===== config.mk =====
export PLATFORM = sky130hd
export DESIGN_NAME = lbox_black_detect
export DESIGN_NICKNAME = d
export VERILOG_FILES = /design/src/rtl/lbox_black_detect.sv
export SDC_FILE = /design/constraint.sdc
export NUM_CORES = 1
export LEC_CHECK = 0
export BUFFER_PORTS_ARGS = -buffer_cell sky130_fd_sc_hd__buf_4
export CORE_ASPECT_RATIO = 1.2
export CORE_MARGIN = 4
export CORE_UTILIZATION = 45
export DETAILED_ROUTE_END_ITERATION = 8
export GPL_ROUTABILITY_DRIVEN = 0
export HOLD_SLACK_MARGIN = 0.15
export PLACE_DENSITY = 0.66
export SYNTH_ARGS = -nofsm -noshare
export SYNTH_HDL_FRONTEND = slang
export SYNTH_SLANG_ARGS = --single-unit

===== constraint.sdc =====
create_clock -name clk -period 4.2 [get_ports clk]
set_clock_uncertainty 0.05 [all_clocks]
set_input_delay 0 -clock clk [delete_from_list [all_inputs] [get_ports clk]]
set_output_delay 0 -clock clk [all_outputs]
set_load 0.005 [all_outputs]

===== src/rtl/lbox_black_detect.sv =====
module lbox_black_detect #(
  parameter int PIX_W = 8,
  parameter int XW    = 11,
  parameter int LW    = 10
) (
  input  logic             clk,
  input  logic             rst_n,
  input  logic             line_start,
  input  logic             field_start,
  input  logic             pix_valid,
  input  logic [PIX_W-1:0] pix_luma,
  input  logic [PIX_W-1:0] black_thr,
  input  logic [PIX_W-1:0] dark_thr,
  input  logic [XW-1:0]    win_lo,
  input  logic [XW-1:0]    win_hi,
  output logic [LW-1:0]    top_cnt,
  output logic [LW-1:0]    bot_cnt,
  output logic [LW-1:0]    zoom_cnt,
  output logic             dark_pic
);

  localparam logic [LW-1:0] LMAX = {LW{1'b1}};
  localparam logic [XW-1:0] XMAX = {XW{1'b1}};

  logic             line_open, line_black;
  logic [XW-1:0]    x_pos;
  logic [PIX_W-1:0] line_peak, fld_peak;
  logic [LW-1:0]    top_acc, bot_acc, lines_acc;
  logic             in_top, nb_seen;

  logic             strobe, close, in_win, take;
  logic [LW-1:0]    top_n, bot_n, lines_n;
  logic             in_top_n, nb_n;
  logic [PIX_W-1:0] peak_n;

  assign strobe = line_start | field_start;
  assign close  = strobe & line_open;
  assign in_win = (x_pos >= win_lo) && (x_pos <= win_hi);
  assign take   = pix_valid & line_open & ~strobe;

  assign top_n    = (close && line_black && in_top && top_acc != LMAX) ? top_acc + 1'b1 : top_acc;
  assign in_top_n = in_top & ~(close & ~line_black);
  assign bot_n    = !close ? bot_acc :
                    !line_black ? '0 :
                    (bot_acc != LMAX) ? bot_acc + 1'b1 : bot_acc;
  assign lines_n  = (close && lines_acc != LMAX) ? lines_acc + 1'b1 : lines_acc;
  assign nb_n     = nb_seen | (close & ~line_black);
  assign peak_n   = (close && !line_black && line_peak > fld_peak) ? line_peak : fld_peak;

  always_ff @(posedge clk or negedge rst_n) begin
    if (!rst_n) begin
      line_open  <= 1'b0;
      line_black <= 1'b1;
      x_pos      <= '0;
      line_peak  <= '0;
    end else if (line_start) begin
      line_open  <= 1'b1;
      line_black <= 1'b1;
      x_pos      <= '0;
      line_peak  <= '0;
    end else if (field_start) begin
      line_open  <= 1'b0;
    end else if (take) begin
      if (x_pos != XMAX) x_pos <= x_pos + 1'b1;
      if (in_win) begin
        if (pix_luma >= black_thr) line_black <= 1'b0;
        if (pix_luma > line_peak)  line_peak  <= pix_luma;
      end
    end
  end

  always_ff @(posedge clk or negedge rst_n) begin
    if (!rst_n) begin
      top_acc   <= '0;
      bot_acc   <= '0;
      lines_acc <= '0;
      in_top    <= 1'b1;
      nb_seen   <= 1'b0;
      fld_peak  <= '0;
      top_cnt   <= '0;
      bot_cnt   <= '0;
      zoom_cnt  <= '0;
      dark_pic  <= 1'b0;
    end else if (field_start) begin
      top_cnt   <= top_n;
      bot_cnt   <= bot_n;
      zoom_cnt  <= (top_n > bot_n) ? top_n : bot_n;
      dark_pic  <= !nb_n || (peak_n < dark_thr);
      top_acc   <= '0;
      bot_acc   <= '0;
      lines_acc <= '0;
      in_top    <= 1'b1;
      nb_seen   <= 1'b0;
      fld_peak  <= '0;
    end else begin
      top_acc   <= top_n;
      bot_acc   <= bot_n;
      lines_acc <= lines_n;
      in_top    <= in_top_n;
      nb_seen   <= nb_n;
      fld_peak  <= peak_n;
    end
  end

  p_runs_bounded_r4: assert property (@(posedge clk) disable iff (!rst_n)
    (top_acc <= lines_acc) && (bot_acc <= lines_acc));

  p_bottom_reset_r5: assert property (@(posedge clk) disable iff (!rst_n)
    (close && !line_black && !field_start) |=> (bot_acc == '0));

  p_zoom_max_r6: assert property (@(posedge clk) disable iff (!rst_n)
    (zoom_cnt >= top_cnt) && (zoom_cnt >= bot_cnt) &&
    ((zoom_cnt == top_cnt) || (zoom_cnt == bot_cnt)));

  p_hold_r7: assert property (@(posedge clk) disable iff (!rst_n)
    !field_start |=> ($stable(top_cnt) && $stable(bot_cnt) && $stable(dark_pic)));

  p_no_content_dark_r8: assert property (@(posedge clk) disable iff (!rst_n)
    (field_start && !nb_n) |=> dark_pic);

  p_all_black_r9: assert property (@(posedge clk) disable iff (!rst_n)
    (field_start && lines_n != '0 && top_n == lines_n) |=> (bot_cnt == top_cnt && dark_pic));

endmodule


==> out/qor.yml <==
run_status:
  status: "completed"
cts:
  cts_root_buf: "clkbuf_16"
  clock_sinks: 82
  ctsResizeCount: 0
  cts_hold_buf: 15
  cts_tree: "yes"
  path_clk_slew_ns: 0.06
  insertion_delay_ns: 0.33
  cts_made_buffers: 9
  cts_max_level: 3
  post-cts-setup-buffers: 0
  cts_buffer_depth: 2
sta:
  fmax_mhz: 271
  min_period_over_period_pct: 87.8
  slew_headroom_pct: 29.2
  hold_ws_ns: 0.182
  finalSetupViolations: 0
  tightest_slew_ns: 1.06
  tns_ns: 0
  drv_slew: 0
  rsz0062_at_grt: "no"
  min_period_ns: 3.69
  final-hold-violation-count: 0
worst_setup_path:
  crit_buf_inv: 2
  slowest_stage: "dfrtp_1"
  worstSetupStartpoint: "bot_acc[0]"
  cp.required_ns: 4.37
  path_delay_family: "compound AO/OA/AOI/OAI gates"
  critical_path_class: "register to register"
  path_cells: "ha_1 > nand3_1 > nor2_1 > a31oi_1 > a211oi_1 > inv_1 > ha_1 > nand4_1 > nor3_1 > o21ai_0 > a31oi_1 > buf_4 > mux2i_1 > mux2_2"
  critPathLaunchType: "register"
  crit_path_max_incr_delay_ns: 0.41
  crit_path_max_fanout: 7
  arrival_ns: 3.86
  r2r_start: "bot_acc[0]"
  cp-end-kind: "register"
drt:
  drc: 0
  via_per_inst: 5.60
  wire_per_inst_um: 16.1
  antenna_left: 0
  via_count: 4696
  first_pass_iters: 5
  first_iter_violations: 268
  wirelength_mm: 13.5
floorplanning:
  die_w_um: 107
  fp.dieH_um: 127
  core_um2: 11600
  num_rows: 43
  start_util_pct: 46.2
  ios: 82
  dieArea_um2: 13700
pwr:
  p_clk_share_pct: 40.8
  p_per_area_nw_per_um2: 298
  p_int_w: 0.00144
  p_sw_share_pct: 26.6
  ir_worst_vdd_mv: 0.234
  p_seq_share_pct: 42.7
  power_switching_w: 0.000522
  p_leak_nw: 3.39
  combPwrFrac_pct: 16.4
synthesis:
  synth_top_family_by_area: "simple AND/OR/NAND/NOR gates"
  synthSimpleGateAreaFrac_pct: 17.5
  synth_xor_area_share_pct: 2.43
  yosysTopAreaCell: "dfrtp_1"
  synth_fp_nets: 696
  synthFlopType: "dfrtp_1"
  ys_types: 56
  yosys-top-cells-area: "dfrtp_1, ha_1, inv_1, nor2_1, a21oi_1"
  synthTopCellsByCount: "dfrtp_1, ha_1, inv_1, nor2_1, a21oi_1"
  yosys.area_share.adder_pct: 15.4
  synthCells: 579
  netlist_area_um2: 5350
  yosysTopAreaCellShare_pct: 37.5
  synth_most_common_cell: "dfrtp_1"
  ys.warnings.count: 0
  synthMuxAreaShare_pct: 6.51
  synth_edf_count: 0
  ys_seq_area_share_pct: 38.4
  synth_seq_cells: 82
  avgSynthCellArea_um2: 9.23
  synth-compound-area-share_pct: 13.6
  ys_async_sr_fraction_pct: 100
global_route:
  grt_pass1_wl_mm: 22.4
  antenna_found_initial: 0
  grt_usage_pct: 20.1
  grt_max_degree: 83
  grt_pass1_vias: 4677
  grt_overflow_total: 0
job:
  cap_violations: 0
hold_path:
  hold_path_class: "input port to register"
  min_from: "black_thr[7]"
placed_design:
  dpl_cell_area_um2: 6130
  io_buffers: 81
  hpwl_mm: 9.94
layout:
  stdcell_area_um2: 6580
  drive_above_1_share_pct: 18.6
  diodes: 0
  syn_to_final_growth_pct: 23.1
  nets: 794
## worst reg2reg max path, delay by kind of cell, from the launching register on
family | cells | cell delay (ns)
flops | 1 | 0.41
simple gates | 4 | 0.78
fa+ha+maj | 2 | 0.57
mux | 2 | 0.37
compound gates | 4 | 1.02
buf+inv | 2 | 0.39
## state kept, by name, summed over array words and instances (netlist names)
signal,count
dark_pic,1
top_acc,10
line_peak,8
in_top,1
x_pos,11
zoom_cnt,10
line_open,1
bot_acc,10
nb_seen,1
top_cnt,10
line_black,1
bot_cnt,10
fld_peak,8
## layout make-up
cell class	count	area (µm²)
fillers	1017	4990
clock buffers	9	225
repair buffers	103	811
flip-flops and latches	82	2050
clock inverters	7	78.8
multi-input cells	414	2960
well taps	157	196
inverters	67	251
## cells by family after synthesis
kind of cell | after synthesis
compound gates | 115
xor+xnor | 14
fa+ha+maj | 66
buf+inv | 83
flops | 82
mux | 33
simple gates | 186
## routing by layer
metal,routed length (µm),part of all wire [%],vias up,GRT usage (%)
met2,6830,51,120,34.9
li1,-,-,2260,-
met5,0,0,-,0
met3,470,3.5,21,2.32
met4,291,2.2,0,7.28
met1,5920,44,2295,25.8
## power by group through the flow
stage,Clock [W],Combinational (W),Sequential [W]
finish,0.000802,0.000322,0.000839
global route,0.000850,0.000360,0.000842
CTS,0.000814,0.000326,0.000839
detailed placement,0,0.000313,0.000854
global placement,0,0.000306,0.000852
floorplan,0,0.000171,0.000853
## cells in the final DEF (no fill, tap or decap), types with 3 or more instances in the layout
master	Yosys	final
mux2i_1	19	19
ha_1	66	66
o31ai_1	13	13
a21oi_1	40	40
nand3_1	20	20
buf_4	1	88
nand4_1	15	15
xor2_1	10	10
and3_1	7	7
o21ai_0	17	17
a21o_1	6	6
inv_1	66	66
clkbuf_16	0	9
a211oi_1	5	5
a31oi_1	9	9
nand2b_1	4	4
o21a_1	3	3
nor2b_1	4	4
o211ai_1	5	5
clkinvlp_4	0	3
dlygate4sd3_1	0	15
dfrtp_1	80	80
and2_1	11	11
xnor2_1	3	3
nand2_1	30	30
nor3_1	7	7
mux2_2	14	14
or4_1	10	10
nor2_1	66	66
## final timing paths
| kind | to | cells after the start | slack, ns |
|---|---|---|---|
| worst max-delay path | zoom_cnt[3] | 14 | 0.51 |
| worst min-delay path | line_black | 5 | 0.18 |
| worst max register to register | zoom_cnt[3] | 14 | 0.51 |
| worst min register to register | in_top | 2 | 0.42 |
| max in group asynchronous | bot_acc[8] | 2 | 3.06 |
| min in group asynchronous | x_pos[1] | 2 | 0.30 |
## per-stage QoR
step	utilization (%)	worst slack (ns)	std cells	power, W
2_1_floorplan	-	1.20	579	0.00102
3_3_place_gp	53.0	0.736	808	0.00116
3_5_place_dp	53.0	0.607	808	0.00117
4_1_cts	56.9	0.556	839	0.00198
5_1_grt	56.9	0.154	839	0.00205
6_report	56.9	0.510	839	0.00196
Note: power is estimated with default switching activity, not from simulation.
